### src/rtl/twr_pkg.sv
`timescale 1ns/1ps
package twr_pkg;
   // Selects how a sample is rotated in the final stage.
   typedef enum logic [1:0] {
      PATH_GEN  = 2'd0,   // table twiddle, three-multiply product
      PATH_TRIV = 2'd1,   // multiple of a quarter turn
      PATH_DIAG = 2'd2    // odd multiple of an eighth turn
   } path_e;
endpackage

### src/rtl/twr_octant_rom.sv
`timescale 1ns/1ps
module twr_octant_rom
   import twr_pkg::*;
#(
   parameter int LOG2N = 7,
   parameter int TW    = 9
) (
   input  logic [LOG2N-1:0]     k,
   output logic signed [TW-1:0] wr,
   output logic signed [TW-1:0] wi,
   output path_e                path,
   output logic [2:0]           oct
);
   localparam int  RW    = LOG2N - 3;
   localparam int  N8    = 1 << RW;
   localparam int  NPTS  = 1 << LOG2N;
   localparam real PI    = 3.14159265358979323846;
   localparam real SCALE = real'(1 << (TW - 2));

   logic signed [TW-1:0] cos_t [N8];
   logic signed [TW-1:0] sin_t [N8];

   // First eighth of a period, quantised at elaboration.
   for (genvar g = 0; g < N8; g++) begin : g_rom
      localparam real ANG = 2.0 * PI * real'(g) / real'(NPTS);
      localparam int  CQ  = int'($floor(SCALE * $cos(ANG) + 0.5));
      localparam int  SQ  = int'($floor(SCALE * $sin(ANG) + 0.5));
      assign cos_t[g] = TW'(CQ);
      assign sin_t[g] = TW'(SQ);
   end

   logic [RW-1:0]        r;
   logic [RW-1:0]        idx;
   logic signed [TW-1:0] c;
   logic signed [TW-1:0] s;

   assign oct = k[LOG2N-1 -: 3];
   assign r   = k[RW-1:0];
   // Odd octants read the table from the far end.
   assign idx = oct[0] ? (RW'(0) - r) : r;
   assign c   = cos_t[idx];
   assign s   = sin_t[idx];

   always_comb begin
      case (oct)
         3'd0:    begin wr =  c; wi = -s; end
         3'd1:    begin wr =  s; wi = -c; end
         3'd2:    begin wr = -s; wi = -c; end
         3'd3:    begin wr = -c; wi = -s; end
         3'd4:    begin wr = -c; wi =  s; end
         3'd5:    begin wr = -s; wi =  c; end
         3'd6:    begin wr =  s; wi =  c; end
         default: begin wr =  c; wi =  s; end
      endcase
   end

   assign path = (r != '0) ? PATH_GEN : (oct[0] ? PATH_DIAG : PATH_TRIV);
endmodule

### src/rtl/twr_cmul3.sv
`timescale 1ns/1ps
module twr_cmul3 #(
   parameter int DW = 9,
   parameter int TW = 9
) (
   input  logic signed [DW-1:0] a,
   input  logic signed [DW-1:0] b,
   input  logic signed [TW-1:0] wr,
   input  logic signed [TW-1:0] wi,
   output logic signed [DW+TW:0] k1,
   output logic signed [DW+TW:0] k2,
   output logic signed [DW+TW:0] k3
);
   localparam int PW = DW + TW + 1;

   logic signed [DW:0] sab;
   logic signed [TW:0] dwd;
   logic signed [TW:0] swd;

   // Three of the five additions sit ahead of the multipliers.
   assign sab = (DW+1)'(a) + (DW+1)'(b);
   assign dwd = (TW+1)'(wi) - (TW+1)'(wr);
   assign swd = (TW+1)'(wr) + (TW+1)'(wi);

   assign k1 = PW'(sab) * PW'(wr);
   assign k2 = PW'(a)   * PW'(dwd);
   assign k3 = PW'(b)   * PW'(swd);
endmodule

### src/rtl/twr_diag.sv
`timescale 1ns/1ps
module twr_diag #(
   parameter int DW = 9
) (
   input  logic signed [DW-1:0] a,
   input  logic signed [DW-1:0] b,
   input  logic [1:0]           sel,   // octant 1, 3, 5, 7
   output logic signed [DW+9:0] dre,
   output logic signed [DW+9:0] dim
);
   logic signed [DW+1:0] sp;
   logic signed [DW+1:0] sm;
   logic signed [DW+1:0] xr;
   logic signed [DW+1:0] xi;

   assign sp = (DW+2)'(a) + (DW+2)'(b);
   assign sm = (DW+2)'(a) - (DW+2)'(b);

   always_comb begin
      case (sel)
         2'd0:    begin xr =  sp; xi = -sm; end
         2'd1:    begin xr = -sm; xi = -sp; end
         2'd2:    begin xr = -sp; xi =  sm; end
         default: begin xr =  sm; xi =  sp; end
      endcase
   end

   // 181/256 stands in for 1/sqrt(2): 128 + 32 + 16 + 4 + 1.
   function automatic logic signed [DW+9:0] by181(input logic signed [DW+1:0] x);
      logic signed [DW+9:0] e;
      e = (DW+10)'(x);
      return (e <<< 7) + (e <<< 5) + (e <<< 4) + (e <<< 2) + e;
   endfunction

   assign dre = by181(xr);
   assign dim = by181(xi);
endmodule

### src/rtl/twr_round_sat.sv
`timescale 1ns/1ps
module twr_round_sat #(
   parameter int IW = 24,
   parameter int F  = 8,
   parameter int DW = 9
) (
   input  logic signed [IW-1:0] x,
   output logic signed [DW-1:0] y
);
   localparam logic signed [IW-1:0] HALF = IW'(1) <<< (F - 1);
   localparam logic signed [IW-1:0] MAXV = IW'((1 << (DW - 1)) - 1);
   localparam logic signed [IW-1:0] MINV = IW'(-(1 << (DW - 1)));

   logic signed [IW-1:0] t;

   assign t = (x + HALF) >>> F;
   assign y = (t > MAXV) ? DW'(MAXV) : ((t < MINV) ? DW'(MINV) : DW'(t));
endmodule

### src/rtl/twiddle_rotator.sv
`timescale 1ns/1ps
module twiddle_rotator
   import twr_pkg::*;
#(
   parameter int DW    = 9,
   parameter int TW    = 9,
   parameter int LOG2N = 7
) (
   input  logic                 clk,
   input  logic                 rst_n,
   input  logic                 in_valid,
   input  logic signed [DW-1:0] in_re,
   input  logic signed [DW-1:0] in_im,
   input  logic [LOG2N-1:0]     in_k,
   output logic                 out_valid,
   output logic signed [DW-1:0] out_re,
   output logic signed [DW-1:0] out_im
);
   localparam int PW  = DW + TW + 1;
   localparam int DIW = DW + 10;
   localparam int FG  = TW - 2;
   localparam int FD  = 8;
   localparam int F   = (FG > FD) ? FG : FD;
   localparam int GW  = PW + 1 + F - FG;
   localparam int AW  = DIW + F - FD;
   localparam int WW  = ((GW > AW) ? GW : AW) + 1;

   if (LOG2N < 4 || LOG2N > 11) begin : g_bad_log2n
      $error("twiddle_rotator: LOG2N must lie in 4..11");
   end
   if (TW < 4 || TW > 18) begin : g_bad_tw
      $error("twiddle_rotator: TW must lie in 4..18");
   end
   if (DW < 4 || DW > 24) begin : g_bad_dw
      $error("twiddle_rotator: DW must lie in 4..24");
   end

   // ---------------- stage 1: decode index, read table ----------------
   logic signed [TW-1:0] t_wr, t_wi;
   path_e                t_path;
   logic [2:0]           t_oct;

   twr_octant_rom #(.LOG2N(LOG2N), .TW(TW)) u_rom (
      .k(in_k), .wr(t_wr), .wi(t_wi), .path(t_path), .oct(t_oct)
   );

   logic                 s1_v;
   logic signed [DW-1:0] s1_a, s1_b;
   logic signed [TW-1:0] s1_wr, s1_wi;
   path_e                s1_path;
   logic [2:0]           s1_oct;

   always_ff @(posedge clk or negedge rst_n) begin
      if (!rst_n) begin
         s1_v    <= 1'b0;
         s1_a    <= '0;
         s1_b    <= '0;
         s1_wr   <= '0;
         s1_wi   <= '0;
         s1_path <= PATH_GEN;
         s1_oct  <= '0;
      end else begin
         s1_v    <= in_valid;
         s1_a    <= in_re;
         s1_b    <= in_im;
         s1_wr   <= t_wr;
         s1_wi   <= t_wi;
         s1_path <= t_path;
         s1_oct  <= t_oct;
      end
   end

   // ---------------- stage 2: multiply or shortcut ----------------
   logic signed [PW-1:0]  m_k1, m_k2, m_k3;
   logic signed [DIW-1:0] d_re, d_im;
   logic signed [DW:0]    tr, ti;
   logic signed [DIW-1:0] alt_re, alt_im;

   twr_cmul3 #(.DW(DW), .TW(TW)) u_mul (
      .a(s1_a), .b(s1_b), .wr(s1_wr), .wi(s1_wi),
      .k1(m_k1), .k2(m_k2), .k3(m_k3)
   );

   twr_diag #(.DW(DW)) u_diag (
      .a(s1_a), .b(s1_b), .sel(s1_oct[2:1]), .dre(d_re), .dim(d_im)
   );

   always_comb begin
      case (s1_oct[2:1])
         2'd0:    begin tr =  (DW+1)'(s1_a); ti =  (DW+1)'(s1_b); end
         2'd1:    begin tr =  (DW+1)'(s1_b); ti = -(DW+1)'(s1_a); end
         2'd2:    begin tr = -(DW+1)'(s1_a); ti = -(DW+1)'(s1_b); end
         default: begin tr = -(DW+1)'(s1_b); ti =  (DW+1)'(s1_a); end
      endcase
   end

   assign alt_re = (s1_path == PATH_DIAG) ? d_re : (DIW'(tr) <<< FD);
   assign alt_im = (s1_path == PATH_DIAG) ? d_im : (DIW'(ti) <<< FD);

   logic                  s2_v;
   logic signed [PW-1:0]  s2_k1, s2_k2, s2_k3;
   logic signed [DIW-1:0] s2_alt_re, s2_alt_im;
   path_e                 s2_path;

   always_ff @(posedge clk or negedge rst_n) begin
      if (!rst_n) begin
         s2_v      <= 1'b0;
         s2_k1     <= '0;
         s2_k2     <= '0;
         s2_k3     <= '0;
         s2_alt_re <= '0;
         s2_alt_im <= '0;
         s2_path   <= PATH_GEN;
      end else begin
         s2_v      <= s1_v;
         s2_k1     <= m_k1;
         s2_k2     <= m_k2;
         s2_k3     <= m_k3;
         s2_alt_re <= alt_re;
         s2_alt_im <= alt_im;
         s2_path   <= s1_path;
      end
   end

   // ---------------- stage 3: combine, round, saturate ----------------
   logic signed [PW:0]    g_re, g_im;
   logic signed [WW-1:0]  acc [2];
   logic signed [DW-1:0]  rs  [2];

   // Last two of the five additions.
   assign g_re = (PW+1)'(s2_k1) - (PW+1)'(s2_k3);
   assign g_im = (PW+1)'(s2_k1) + (PW+1)'(s2_k2);

   assign acc[0] = (s2_path == PATH_GEN) ? (WW'(g_re) <<< (F - FG))
                                         : (WW'(s2_alt_re) <<< (F - FD));
   assign acc[1] = (s2_path == PATH_GEN) ? (WW'(g_im) <<< (F - FG))
                                         : (WW'(s2_alt_im) <<< (F - FD));

   for (genvar c = 0; c < 2; c++) begin : g_rsat
      twr_round_sat #(.IW(WW), .F(F), .DW(DW)) u_rs (.x(acc[c]), .y(rs[c]));
   end

   always_ff @(posedge clk or negedge rst_n) begin
      if (!rst_n) begin
         out_valid <= 1'b0;
         out_re    <= '0;
         out_im    <= '0;
      end else begin
         out_valid <= s2_v;
         out_re    <= rs[0];
         out_im    <= rs[1];
      end
   end
endmodule

### config.mk
export PLATFORM = sky130hd
export DESIGN_NAME = twiddle_rotator
export DESIGN_NICKNAME = d
export VERILOG_FILES = /design/src/rtl/twr_pkg.sv /design/src/rtl/twr_octant_rom.sv /design/src/rtl/twr_cmul3.sv /design/src/rtl/twr_diag.sv /design/src/rtl/twr_round_sat.sv /design/src/rtl/twiddle_rotator.sv
export SDC_FILE = /design/constraint.sdc
export NUM_CORES = 1
export LEC_CHECK = 0
export ABC_AREA = 1
export ABC_CLOCK_PERIOD_IN_PS = 6100
export BUFFER_PORTS_ARGS = -buffer_cell sky130_fd_sc_hd__buf_2
export CAP_MARGIN = 10
export CORE_ASPECT_RATIO = 1.5
export CORE_MARGIN = 3
export CORE_UTILIZATION = 38
export DETAILED_ROUTE_END_ITERATION = 12
export SYNTH_ARGS = -nofsm -noshare
export SYNTH_HDL_FRONTEND = slang
export SYNTH_SLANG_ARGS = --single-unit
### constraint.sdc
create_clock -name clk -period 6.1 [get_ports clk]
set_input_delay 1.22 -clock clk [delete_from_list [all_inputs] [get_ports clk]]
set_output_delay 1.22 -clock clk [all_outputs]
set_load 0.01 [all_outputs]
Yosys cells after proc, flatten, opt, wreduce, memory -nomap -nowiden
Memory sizes are Yosys's and may differ from the RTL's. Cells that the tools add are included.

Flip-flop bits (word level): 159. Latch bits: 0. RAM bits: 0. ROM bits: 288. Input bits: 28. Memories: 2.

Memory list: (name not given) (words 16, width 9, rd ports 1, clocked after Yosys merged registers in 0, wr ports 0, line twr_octant_rom.sv:41) `assign c = cos_t[idx];`; (name not given) (words 16, width 9, rd ports 1, clocked after Yosys merged registers in 0, wr ports 0, line twr_octant_rom.sv:42) `assign s = sin_t[idx];`.

Add/sub/neg operators: 24. Multiply operators: 3. Div/mod/pow operators: 0. Magnitude comparators: 5. Equal/unequal tests: 9. Shifts and indexed selects: 0. Mux-type cells: 21. Bitwise logic cells: 1. Reduce and logical (&&, ||, !) cells: 10.

Operator list (number): 9-bit two-way mux (8); 11-bit case mux with 3 select lines (2); 10-bit case mux with 3 select lines (2); 9-bit case mux with 3 select lines (2); 22-bit by 9-bit adder with 22-bit output, second input constant (2); 22-bit two-way mux (2); 18-bit by 16-bit adder with 19-bit output (2); 19-bit by 11-bit adder with 19-bit output (2); 19-bit by 13-bit adder with 19-bit output (2); 19-bit by 15-bit adder with 19-bit output (2); 9-bit by 10-bit multiplier with 19-bit output (2); 19-bit two-way mux (2); 9-bit by 9-bit adder with 10-bit output (3); 14-bit by 9-bit > comparator with 1-bit output, second input constant (2); 14-bit by 9-bit < comparator with 1-bit output, second input constant (2); 11-bit negation (2); 19-bit by 19-bit adder with 20-bit output (1); 9-bit negation with 10-bit output (2); 19-bit by 19-bit subtractor with 20-bit output (1); 9-bit by 9-bit subtractor with 10-bit output (2); 10-bit by 9-bit multiplier with 19-bit output (1); 9-bit negation (2); 2-bit OR reduction (6); 3-bit equality test, second input constant (3); other kinds (12) (16).

Depth between registers and ports, before layout
Gate-level depths: netlist of the first run.

Word-level depth: 8. Depth in mapped cells: 38.

Modules after synthesis
A second synthesis of the first run with hierarchy kept.

Cells, all modules: 3595. Area total of the unflattened synthesis: 26480.4 um2.

By module, submodules not included: twr_cmul3 (times used 1, cells an instance 1434, area each 11317.1 um2); twiddle_rotator (times used 1, cells an instance 938, area each 7756.2 um2); twr_diag (times used 1, cells an instance 787, area each 5114.9 um2); twr_octant_rom (times used 1, cells an instance 242, area each 1306.3 um2); twr_round_sat (times used 2, cells an instance 97, area each 493.0 um2).

Worst setup path after synthesis of the first run
Ideal clock, no wire load.

Path kind: register to register. Start point: register s1_wr[1]. End point: register s2_k3[17]. Setup time: 0.125 ns. Arrival: 6.570 ns. Setup slack: -0.595 ns. Stages on the path, launching flop included: 34. Cells stage by stage: dfrtp_1 clkbuf_1 inv_1 fa_1 nor2_1 nor2_1 o21bai_1 nand2_1 nand2_1 a21oi_1 or2_2 nand2_1 a21oi_1 or2_2 nand2_1 inv_1 nand2_1 fa_1 fa_1 inv_1 fa_1 fa_1 fa_1 ha_1 inv_1 o21bai_1 a21oi_1 o21ai_0 a31oi_1 o21ai_0 a21oi_1 nor2_1 nor2_1 xor2_1.

Word-level cells in the longest chain between the ends: 2.

Ends and longest elaborated chain: start: declaration (line twiddle_rotator.sv:49) `logic signed [TW-1:0] s1_wr, s1_wi;`; start signal: assignment (line twiddle_rotator.sv:66) `s1_wr <= t_wr;`; 9-bit by 9-bit adder with 10-bit output (line twr_cmul3.sv:23) `assign swd = (TW+1)'(wr) + (TW+1)'(wi);`; 9-bit by 10-bit multiplier with 19-bit output (line twr_cmul3.sv:27) `assign k3 = PW'(b) * PW'(swd);`; named net m_k3[17] (line twiddle_rotator.sv:74) `logic signed [PW-1:0] m_k1, m_k2, m_k3;`; end signal: assignment (line twiddle_rotator.sv:118) `s2_k3 <= m_k3;`; end: declaration (line twiddle_rotator.sv:101) `logic signed [PW-1:0] s2_k1, s2_k2, s2_k3;`.

The timed path passes the listed nets, and every way through them passes these cells.

Worst setup path after layout of the first run
Start point: register s1_wi[0]. End point: register s2_k2[17].

Word-level cells in the longest chain between the ends: 2.

Ends and longest elaborated chain: start: declaration (line twiddle_rotator.sv:49); start signal: assignment (line twiddle_rotator.sv:67) `s1_wi <= t_wi;`; 9-bit by 9-bit subtractor with 10-bit output (line twr_cmul3.sv:22) `assign dwd = (TW+1)'(wi) - (TW+1)'(wr);`; 9-bit by 10-bit multiplier with 19-bit output (line twr_cmul3.sv:26) `assign k2 = PW'(a) * PW'(dwd);`; named net m_k2[17] (line twiddle_rotator.sv:74); end signal: assignment (line twiddle_rotator.sv:117) `s2_k2 <= m_k2;`; end: declaration (line twiddle_rotator.sv:101).

The timed path passes the listed nets, and every way through them passes these cells.

==> parameters.txt, run 1 <==
Parameter                              Value

Placement
  DP Cell Count ... 4360
  Routability cong. ... 0.913
  Pre-CTS worst setup slack ... -0.392 ns
  HPWL reported at the end of detailed placement ... around 64 mm
  IO buf count ... 46

Run
  Max Cap Viol ... 0

GRT
  Antenna violations before repair ... 2
  Global routing usage summed across all routing layers ... about 23%
  Global-route wire length before repair ... 118 mm
  Number of global-route vias before repair ... about 23000
  Leftover overflow at the end of global routing ... 0
  Largest net degree at the start of global routing ... 64

Worst setup path
  Critical Path End Type ... register
  Crit Reg-Reg Startpoint ... s1_wi[0]$_DFF_PN0_
  Crit-path slowest cell ... sky130_fd_sc_hd__fa_1
  Cell count of the worst reg-to-reg path ... 37
  End point of the critical path ... s2_k2[17]$_DFF_PN0_
  Required arrival time at the worst endpoint ... around 6.5 ns
  Kind of critical path ... reg2reg
  Delay of the slowest critical-path stage ... 0.53 ns
  Timing startpoint of the critical path ... s1_wi[0]$_DFF_PN0_
  Register-to-register setup slack ... -0.14 ns
  Crit path arrival time ... 6.61 ns
  Worst reg2reg path endpoint ... s2_k2[17]$_DFF_PN0_
  CP Max Fanout ... 4
  Launching element type of the critical path ... register

STA
  Final period demand of the worst path ... roughly 6.2 ns
  Setup repair after global routing missed its margin ... true
  Pins Over Slew Limit ... 0
  Timing-limited maximum frequency ... 160 MHz
  Final Setup Violations ... 5
  Worst max-slew margin expressed relative to the limit ... roughly two fifths
  Worst-margin pin slew ... roughly 0.87 ns
  Clock skew ... about 0.026 ns
  Worst setup slack after layout ... -0.136 ns
  Count of endpoints failing hold in the final timing report ... 0
  Post-route fraction of the period consumed by the critical path ... 102%

CTS
  Cts bufs inserted ... 17
  Root cell of the clock tree ... sky130_fd_sc_hd__clkbuf_16
  Number of levels the H-tree was split into ... 4
  TritonCTS clock tree ... built
  Total of hold buffers inserted after clock tree synthesis ... 0
  Clk pin slew, worst setup/hold paths ... 0.07 ns
  CTS Buffer Depth ... 2
  Clock sink total ... ~140
  Later-pin clock latency in the skew report ... between 0.5 and 0.6 ns

Routing
  Pre-antenna DRT Iters ... 6
  Routed wire per std cell ... 17.0 µm
  Wire length after detailed routing ... between 70 and 80 mm
  Via count of the routed design ... 21800
  Number of DRC markers in iteration 0 ... about 1100
  Antenna violation net count after detailed routing ... 0
  Count of unresolved DRC violations after routing ... 0
  Via-per-instance ratio ... ~5

Cells and area
  Final Non-Filler Cells ... between 4000 and 5000
  Share of final-layout standard cells stronger than drive strength 1 ... approximately 22%
  Final standard cell utilization of the core ... between 40% and 50%
  Most common cell after layout, fill and taps aside ... sky130_fd_sc_hd__nand2_1
  Commonest cells after routing, fill and taps aside ... 691 x sky130_fd_sc_hd__nand2_1, 632 x sky130_fd_sc_hd__inv_1, 319 x sky130_fd_sc_hd__buf_4
  Layout overhead on the synthesized area ... 21.9%
  Nets ... approximately 4200
  Fill cell total of the finished layout ... approximately 6300

Min path
  Classification of the worst-slack hold path ... reg2reg

Synth
  Synth Cell Area ... between 0.02 and 0.025 mm²
  Mapped Avg Cell Area ... around 7.5 µm²
  Yosys warning total ... 0
  Sequential share of the synthesized area ... between 10% and 20%
  Number of flops mapped to enable cells by yosys ... 0
  Number of flip-flops and latches in the synthesized netlist ... 144
  Post-Syn Instances ... 3257
  Flip-flop cell with the highest count after synthesis ... sky130_fd_sc_hd__dfrtp_1
  Count of unique library cells instantiated by Yosys ... 64
  Fraction of synthesis flops using an asynchronous set or reset pin ... 100%
  Syn_nets ... roughly 3800

Floorplan
  Die Ht ... around 320 µm
  Num ports ... 47
  Initial cell density of the core ... approximately two fifths
  Die extent in x ... 213 µm
  # rows ... 113
  Total Die Area ... 0.0673 mm²
  Core Footprint ... 0.0635 mm²

Run status
  Result of the run ... finished, violations left
  Violations in the final reports ... setup timing
==> registers in the layout, summed over array words and instances, names as in the netlist, 9 cells and up <==
name       flops
s2_k1         19
s2_k2         19
s2_k3         19
s2_alt_im     12
s2_alt_re     12
out_im         9
out_re         9
s1_a           9
s1_b           9
s1_wi          9
s1_wr          9
==> metrics by stage <==
stage / area [µm²] / hold slack, ns / TNS (ns)
finish: 29700 / 0.350 / -0.294
global route: 29700 / 0.362 / -3.32
CTS: 28700 / 0.353 / -0.659
detailed placement: 27700 / 0.337 / -2.78
global placement: 27700 / 0.334 / -2.26
floorplan: 24400 / 0.331 / -0.0200
==> cell families (layout without fill, tap and decap cells) <==
logic type / count (synthesis) / after routing / share of synthesized area [%]
AOI/OAI and AO/OA: 341 / 341 / 8.61
adders and majority gates: 541 / 541 / 35.9
and+or+nand+nor: 1322 / 1322 / 23.8
xor gates and xnor gates: 133 / 133 / 4.87
buffers and inverters: 776 / 1127 / 12.1
other: 0 / 1 / 0
DFF: 144 / 144 / 14.8
==> repair_timing <==
item                                    in CTS  in global routing
setup buffers                               11                 22
pin swaps                                   44                136
gates resized for setup                     66                188
endpoints found under the setup margin      17                 36
==> worst max-delay path, delay by kind of cell (launching register included) <==
kind            cells  cell delay, ns
fa+ha+maj           8            2.99
xor+xnor            1            0.15
simple gates       13            1.16
buf+inv             8            0.57
compound gates      7            0.85
flops               1            0.39
==> per-layer routing <==
layer	global-route usage, %	part of all wire [%]	wire (µm)	vias to the layer above
li1	-	-	-	10700
met1	24.6	38	28100	10500
met2	43.7	54	40600	489
met3	2.47	3.2	2400	152
met4	11.3	5.1	3850	2
met5	0	0.017	13	-
==> synthesized netlist by cell type, types with 3 or more instances <==
master | number | share of area (%)
sky130_fd_sc_hd__nand2_1 | 723 | 11
sky130_fd_sc_hd__xor2_1 | 93 | 3.3
sky130_fd_sc_hd__o211ai_2 | 3 | 0.15
sky130_fd_sc_hd__o21ai_1 | 14 | 0.29
sky130_fd_sc_hd__nand4_1 | 33 | 0.85
sky130_fd_sc_hd__nor2_2 | 18 | 0.46
sky130_fd_sc_hd__a221oi_1 | 12 | 0.43
sky130_fd_sc_hd__nand3_1 | 114 | 2.3
sky130_fd_sc_hd__ha_1 | 276 | 14
sky130_fd_sc_hd__nand2_4 | 7 | 0.32
sky130_fd_sc_hd__inv_2 | 47 | 0.72
sky130_fd_sc_hd__o211ai_1 | 7 | 0.22
sky130_fd_sc_hd__nand3_2 | 13 | 0.53
sky130_fd_sc_hd__o21ai_0 | 76 | 1.6
sky130_fd_sc_hd__clkinv_1 | 7 | 0.11
sky130_fd_sc_hd__a21oi_1 | 130 | 2.7
sky130_fd_sc_hd__nand2_2 | 44 | 1.1
sky130_fd_sc_hd__fa_1 | 265 | 22
sky130_fd_sc_hd__o22ai_1 | 17 | 0.44
sky130_fd_sc_hd__a21o_1 | 4 | 0.12
sky130_fd_sc_hd__a22oi_1 | 5 | 0.15
sky130_fd_sc_hd__or2_2 | 20 | 0.51
sky130_fd_sc_hd__nor4_1 | 6 | 0.15
sky130_fd_sc_hd__a31oi_1 | 6 | 0.15
sky130_fd_sc_hd__o21bai_1 | 21 | 0.65
sky130_fd_sc_hd__dfrtp_1 | 144 | 15
sky130_fd_sc_hd__clkbuf_1 | 39 | 0.60
sky130_fd_sc_hd__o2111ai_1 | 10 | 0.36
sky130_fd_sc_hd__inv_1 | 665 | 10
sky130_fd_sc_hd__nor3_2 | 5 | 0.21
sky130_fd_sc_hd__xnor2_1 | 37 | 1.3
sky130_fd_sc_hd__buf_2 | 13 | 0.27
sky130_fd_sc_hd__nor2_1 | 279 | 4.3
sky130_fd_sc_hd__nand3b_1 | 11 | 0.34
sky130_fd_sc_hd__o221ai_1 | 10 | 0.36
sky130_fd_sc_hd__a21oi_2 | 7 | 0.25
sky130_fd_sc_hd__nor3_1 | 27 | 0.55
sky130_fd_sc_hd__nor2_4 | 13 | 0.60
sky130_fd_sc_hd__o21ai_2 | 4 | 0.14
==> how the worst min path moves through the flow <==
| stage | from | to | cells past startpoint |
|---|---|---|---|
| 4_1_cts | s2_v$_DFF_PN0_ | out_valid$_DFF_PN0_ | 0 |
| 5_1_grt | s2_v$_DFF_PN0_ | out_valid$_DFF_PN0_ | 0 |
| 3_3_place_gp | s1_v$_DFF_PN0_ | s2_v$_DFF_PN0_ | 0 |
| 3_5_place_dp | s2_v$_DFF_PN0_ | out_valid$_DFF_PN0_ | 0 |
| 6_report | s2_v$_DFF_PN0_ | out_valid$_DFF_PN0_ | 0 |
| 2_1_floorplan | s2_v$_DFF_PN0_ | out_valid$_DFF_PN0_ | 0 |
==> area by class of cell <==
type / count / area (µm²) / area share, %
Antenna cell: 1 / 2.50 / 0.00842
Clock buffer: 17 / 425 / 1.43
Clock inverter: 15 / 164 / 0.551
Inverter: 719 / 2720 / 9.15
Multi-Input combinational cell: 2337 / 19000 / 64.1
Sequential cell: 144 / 3610 / 12.1
Tap cell: 805 / 1010 / 3.39
Timing Repair Buffer: 376 / 2760 / 9.28
Power of run 1 is left out: the tool's default activity adds up to more than one toggle a clock period on the data nets, which glitch-free logic cannot reach.
==> inputs of run 2 (changes only) <==
--- a/config.mk
+++ b/config.mk
@@ -6,7 +6,7 @@
 export NUM_CORES = 1
 export LEC_CHECK = 0
 export ABC_AREA = 1
-export ABC_CLOCK_PERIOD_IN_PS = 6100
+export ABC_CLOCK_PERIOD_IN_PS = 5900
 export BUFFER_PORTS_ARGS = -buffer_cell sky130_fd_sc_hd__buf_2
 export CAP_MARGIN = 10
 export CORE_ASPECT_RATIO = 1.5
==> constraint.sdc (replaced) <==
create_clock -name clk -period 5.9 [get_ports clk]
set_input_delay 1.18 -clock clk [delete_from_list [all_inputs] [get_ports clk]]
set_output_delay 1.18 -clock clk [all_outputs]
set_load 0.01 [all_outputs]
==> parameters.txt, run 2 (synthesis gave the netlist of run 1 again) <==
Parameter                              Value

CTS
  Number of levels the H-tree was split into ... 4 (unchanged)
  TritonCTS clock tree ... built
  Root cell of the clock tree ... sky130_fd_sc_hd__clkbuf_16
  Total of hold buffers inserted after clock tree synthesis ... 0 (unchanged)
  Later-pin clock latency in the skew report ... 0.49 ns (-0.02 ns)
  CTS Buffer Depth ... 2 (unchanged)
  Cts bufs inserted ... 17 (unchanged)
  Clock sink total ... 144 (unchanged)
  Clk pin slew, worst setup/hold paths ... 0.07 ns (about the same)

Worst setup path
  CP Max Fanout ... 3 (-1)
  Crit-path slowest cell ... sky130_fd_sc_hd__fa_1
  Library cell appearing most often on the critical path ... sky130_fd_sc_hd__fa_1
  Required arrival time at the worst endpoint ... 6.31 ns (-0.17 ns)
  Crit path arrival time ... 6.66 ns (+0.05 ns)
  Critical Path End Type ... register
  Delay of the slowest critical-path stage ... 0.49 ns (-0.04 ns)
  Launching element type of the critical path ... register
  Kind of critical path ... reg2reg

Floorplan
  # rows ... 113 (unchanged)
  Die extent in x ... 213 µm (unchanged)
  Num ports ... 47 (unchanged)
  Initial cell density of the core ... 38.4% (unchanged)
  Core Footprint ... 0.0635 mm² (unchanged)
  Die Ht ... 316 µm (unchanged)
  Total Die Area ... 0.0673 mm² (unchanged)

Routing
  Routed wire per std cell ... 17.0 µm (-0.12%)
  Wire length after detailed routing ... 76.4 mm (+1.8%)
  Count of unresolved DRC violations after routing ... 0 (unchanged)
  Via-per-instance ratio ... 4.96 (+0.34%)
  Via count of the routed design ... 22300 (+2.3%)
  Number of DRC markers in iteration 0 ... 1129 (+7.4%)
  Pre-antenna DRT Iters ... 5 (-1)
  Antenna violation net count after detailed routing ... 0 (unchanged)

Cells and area
  Layout overhead on the synthesized area ... 26.8%
  Largest regs ... s2_k1 x19, s2_k2 x19, s2_k3 x19
  Share of final-layout standard cells stronger than drive strength 1 ... 26.4% (+4.0 points)
  Most common cell after layout, fill and taps aside ... sky130_fd_sc_hd__nand2_1
  Commonest cells after routing, fill and taps aside ... 654 x sky130_fd_sc_hd__nand2_1, 617 x sky130_fd_sc_hd__inv_1, 385 x sky130_fd_sc_hd__buf_4
  Nets ... 4249 (+2.0%)

STA
  Clock skew ... 0.0154 ns (-0.0103 ns)
  Pins Over Slew Limit ... 0 (unchanged)
  Timing-limited maximum frequency ... 160 MHz (-0.27%)
  Setup repair after global routing missed its margin ... true
  Worst setup slack after layout ... -0.353 ns (-0.217 ns)
  Worst max-slew margin expressed relative to the limit ... 36.6% (-5.3 points)
  Final Setup Violations ... 15 (+10)
  Final total negative setup slack ... -2.67 ns (-2.38 ns)
  Count of endpoints failing hold in the final timing report ... 0 (unchanged)
  Post-route fraction of the period consumed by the critical path ... 106% (+3.8 points)
  Worst-margin pin slew ... 0.951 ns (+0.0802 ns)
  Final period demand of the worst path ... 6.25 ns (+0.0171 ns)

GRT
  Global-route wire length before repair ... 120 mm (+1.6%)
  Antenna violations before repair ... 1 (-1)
  Largest net degree at the start of global routing ... 70 (+9.4%)
  Global routing usage summed across all routing layers ... 23.2% (+0.40 points)
  Leftover overflow at the end of global routing ... 0 (unchanged)
  Number of global-route vias before repair ... 23200 (+2.8%)

Run status
  Violations in the final reports ... setup timing
  Result of the run ... finished, violations left

Run
  Max Cap Viol ... 0 (unchanged)

Placement
  Routability cong. ... 0.973 (+6.5%)
  IO buf count ... 46 (unchanged)
  HPWL reported at the end of detailed placement ... 64.6 mm (+0.75%)
  Pre-CTS worst setup slack ... -0.492 ns (-0.0997 ns)

Min path
  Classification of the worst-slack hold path ... reg2reg
[run 2: changes by cell type in the layout (fill, tap and decap cells not counted), sizes merged]
cell and delta:
clkinv +2, clkinvlp -2, clkbuf +3, bufinv +4
inv -7, buf +85
[run 2: critical path: cells and delay by family (launching register included)]
family / cells / cell delay, ns
compound gates: 9 / 1.04
simple gates: 11 / 1.13
xor+xnor: 1 / 0.14
fa+ha+maj: 8 / 3.13
flops: 1 / 0.37
buf+inv: 5 / 0.34
[run 2: area by class of cell]
class / count / area, µm²
inverters: 719 / 2730
fillers: 6181 / 32600
flip-flops and latches: 144 / 3600
clock buffers: 20 / 457
repair buffers: 461 / 3470
well taps: 805 / 1010
clock inverters: 12 / 205
diodes: 1 / 2.50
multi-input cells: 2337 / 19400
[run 2: layer usage]
metal | global-route usage (%) | up-vias | wire length (µm)
li1 | - | 10900 | -
met1 | 24.9 | 10600 | 28300
met2 | 43.3 | 567 | 39800
met3 | 2.65 | 226 | 2820
met4 | 13.9 | 0 | 5410
met5 | 0 | - | 0
[run 2: path summary, 6_finish.rpt]
path	start	to	slack [ns]	depth (start not counted)
min	s2_v$_DFF_PN0_	out_valid$_DFF_PN0_	0.35	0
max reg2reg	s1_wr[0]$_DFF_PN0_	s2_k3[17]$_DFF_PN0_	-0.35	34
max	s1_wr[0]$_DFF_PN0_	s2_k3[17]$_DFF_PN0_	-0.35	34
min in group asynchronous	rst_n	s2_v$_DFF_PN0_	0.49	1
max in group asynchronous	rst_n	s1_a[1]$_DFF_PN0_	4.24	2
min reg2reg	s2_v$_DFF_PN0_	out_valid$_DFF_PN0_	0.35	0
[run 2: repair_timing]
item	in CTS	in global routing
pin swaps	105	145
setup buffers	22	38
endpoints found under the setup margin	30	44
gates resized for setup	133	232
[run 2: metrics by stage]
step | hold WS (ns) | utilization (%) | cells | instance area (µm²)
after floorplan | 0.331 | - | 3257 | 24500
after global placement | 0.335 | 44.6 | 4423 | 28300
after detailed placement | 0.339 | 44.6 | 4423 | 28300
after CTS | 0.354 | 47.0 | 4476 | 29800
after global routing | 0.370 | 48.7 | 4498 | 30900
final | 0.349 | 48.7 | 4499 | 30900
Power of run 2 is left out for the same reason.
==> inputs of run 3 (changes only) <==
--- a/config.mk
+++ b/config.mk
@@ -13,6 +13,7 @@
 export CORE_MARGIN = 3
 export CORE_UTILIZATION = 38
 export DETAILED_ROUTE_END_ITERATION = 12
+export SKIP_LAST_GASP = 1
 export SYNTH_ARGS = -nofsm -noshare
 export SYNTH_HDL_FRONTEND = slang
 export SYNTH_SLANG_ARGS = --single-unit
==> parameters.txt, run 3 (synthesis gave the netlist of run 1 again) <==
Parameter                              Value

Worst setup path
  Delay of the slowest critical-path stage ... 0.49 ns (about the same)
  Library cell appearing most often on the critical path ... sky130_fd_sc_hd__fa_1
  Critical Path End Type ... register
  Crit path arrival time ... 6.65 ns (about the same)
  Crit-path slowest cell ... sky130_fd_sc_hd__fa_1
  Launching element type of the critical path ... register
  Required arrival time at the worst endpoint ... 6.27 ns (-0.04 ns)
  Kind of critical path ... reg2reg
  CP Max Fanout ... 3 (unchanged)

CTS
  Clk pin slew, worst setup/hold paths ... 0.07 ns (about the same)
  CTS Buffer Depth ... 2 (unchanged)
  Root cell of the clock tree ... sky130_fd_sc_hd__clkbuf_16
  TritonCTS clock tree ... built
  Clock sink total ... 144 (unchanged)
  Cts bufs inserted ... 17 (unchanged)
  Number of levels the H-tree was split into ... 4 (unchanged)
  Later-pin clock latency in the skew report ... 0.49 ns (about the same)

Routing
  Count of unresolved DRC violations after routing ... 0 (unchanged)
  Wire length after detailed routing ... 76.1 mm (-0.32%)
  Met1 layer wirelength in the final routing ... 28.2 mm (-0.39%)
  Sum of met2 wire segment lengths after detailed routing ... 39.6 mm (-0.45%)
  Antenna violation net count after detailed routing ... 0 (unchanged)
  Uppermost layer routed ... met4
  Number of DRC markers in iteration 0 ... 1203 (+6.6%)
  Pre-antenna DRT Iters ... 5 (unchanged)
  Met3 WL ... 2.88 mm (+2.3%)
  Via count of the routed design ... 22300 (-0.15%)
  Routed wire per std cell ... 16.9 µm (-0.45%)
  Via-per-instance ratio ... 4.94 (-0.29%)

Min path
  Classification of the worst-slack hold path ... reg2reg

Floorplan
  Num ports ... 47 (unchanged)
  Initial cell density of the core ... 38.4% (unchanged)
  Die extent in x ... 213 µm (unchanged)
  Total Die Area ... 0.0673 mm² (unchanged)
  # rows ... 113 (unchanged)
  Core Footprint ... 0.0635 mm² (unchanged)
  Die Ht ... 316 µm (unchanged)

Cells and area
  Largest regs ... s2_k1 x19, s2_k2 x19, s2_k3 x19
  Layout overhead on the synthesized area ... 26.7% (about the same)
  Final Non-Filler Cells ... 4505 (+0.13%)
  Design Area, Final ... 0.0309 mm² (about the same)
  Most common cell after layout, fill and taps aside ... sky130_fd_sc_hd__nand2_1
  Share of final-layout standard cells stronger than drive strength 1 ... 26.3% (-0.12 points)
  Commonest cells after routing, fill and taps aside ... 654 x sky130_fd_sc_hd__nand2_1, 622 x sky130_fd_sc_hd__inv_1, 395 x sky130_fd_sc_hd__buf_4
  Fill cell total of the finished layout ... 6181 (unchanged)
  Nets ... 4255 (+0.14%)

Placement
  Area after DPL ... 0.0283 mm² (unchanged)
  Pre-CTS worst setup slack ... -0.492 ns (unchanged)
  DP Cell Count ... 4423 (unchanged)
  Routability cong. ... 0.973 (unchanged)
  IO buf count ... 46 (unchanged)
  HPWL reported at the end of detailed placement ... 64.6 mm (unchanged)

STA
  Count of endpoints failing hold in the final timing report ... 0 (unchanged)
  Pins Over Slew Limit ... 0 (unchanged)
  Worst-margin pin slew ... 0.936 ns (-0.0148 ns)
  Post-route fraction of the period consumed by the critical path ... 106% (+0.43 points)
  Worst setup slack after layout ... -0.378 ns (-0.0254 ns)
  Final total negative setup slack ... -2.55 ns (+0.123 ns)
  Clock skew ... 0.0149 ns (-0.000476 ns)
  Final Setup Violations ... 15 (unchanged)
  Final period demand of the worst path ... 6.28 ns (+0.0254 ns)
  Setup repair after global routing missed its margin ... true
  Worst max-slew margin expressed relative to the limit ... 37.6% (+0.99 points)
  Timing-limited maximum frequency ... 159 MHz (-0.40%)

GRT
  Leftover overflow at the end of global routing ... 0 (unchanged)
  Largest net degree at the start of global routing ... 70 (unchanged)
  Global-route wire length before repair ... 120 mm (-0.13%)
  Antenna violations before repair ... 1 (unchanged)
  Global routing usage summed across all routing layers ... 23.2% (-0.029 points)
  Number of global-route vias before repair ... 23200 (-0.077%)

Run
  Max Cap Viol ... 0 (unchanged)

Run status
  Violations in the final reports ... setup timing
  Result of the run ... finished, violations left
-- run 3: changes by cell type in the layout (fill, tap and decap cells not counted), moves of 5 or more --
cell / before / now
sky130_fd_sc_hd__buf_4: 385 / 395
sky130_fd_sc_hd__buf_6: 30 / 25
sky130_fd_sc_hd__inv_1: 617 / 622
sky130_fd_sc_hd__inv_2: 88 / 83
-- run 3: what timing repair did --
action                     CTS  global route
cloned                       0             0
gates resized for setup    128           217
buffers inserted            22            40
pin swaps                  103           144
setup endpoints to repair   30            44
hold buffers                 0             0
hold endpoints to repair     0             0
-- run 3: metal layers --
layer  global-route usage (%)  up-vias
met3                     2.65      224
met1                     24.9    10600
li1                         -    10900
met5                        0        -
met2                     43.2      573
met4                     13.9        0
-- run 3: critical path: cells and delay by family, from the launching register on --
| family | cells | cell delay [ns] |
|---|---|---|
| XOR/XNOR | 1 | 0.13 |
| AO/OA/AOI/OAI | 7 | 0.81 |
| adder cells (fa/ha/maj) | 8 | 3.17 |
| buffers and inverters | 6 | 0.42 |
| AND/OR/NAND/NOR | 13 | 1.27 |
| flip-flops | 1 | 0.34 |
-- run 3: final timing paths --
path	start	endpoint	slack, ns	cells after the start
min in group asynchronous	rst_n	s2_v$_DFF_PN0_	0.49	1
worst min register to register	s2_v$_DFF_PN0_	out_valid$_DFF_PN0_	0.35	0
worst max-delay path	s1_wi[0]$_DFF_PN0_	s2_k3[16]$_DFF_PN0_	-0.38	35
worst min-delay path	s2_v$_DFF_PN0_	out_valid$_DFF_PN0_	0.35	0
max in group asynchronous	rst_n	s1_a[1]$_DFF_PN0_	4.24	2
worst max register to register	s1_wi[0]$_DFF_PN0_	s2_k3[16]$_DFF_PN0_	-0.38	35
-- run 3: stage by stage --
step	utilization (%)	hold slack (ns)
finish	48.7	0.349
global route	48.7	0.370
CTS	46.9	0.354
detailed placement	44.6	0.339
global placement	44.6	0.335
floorplan	-	0.331
-- run 3: layout make-up --
type / count / area [µm²] / share of cell area (%)
clock buffer: 20 / 457 / 1.48
multi-input combinational: 2337 / 19400 / 62.7
inverter: 719 / 2730 / 8.82
antenna: 1 / 2.50 / 0.00810
clock inverter: 12 / 205 / 0.664
timing repair buffer: 467 / 3510 / 11.4
sequential: 144 / 3600 / 11.7
tap: 805 / 1010 / 3.26
Power of run 3 is left out for the same reason.
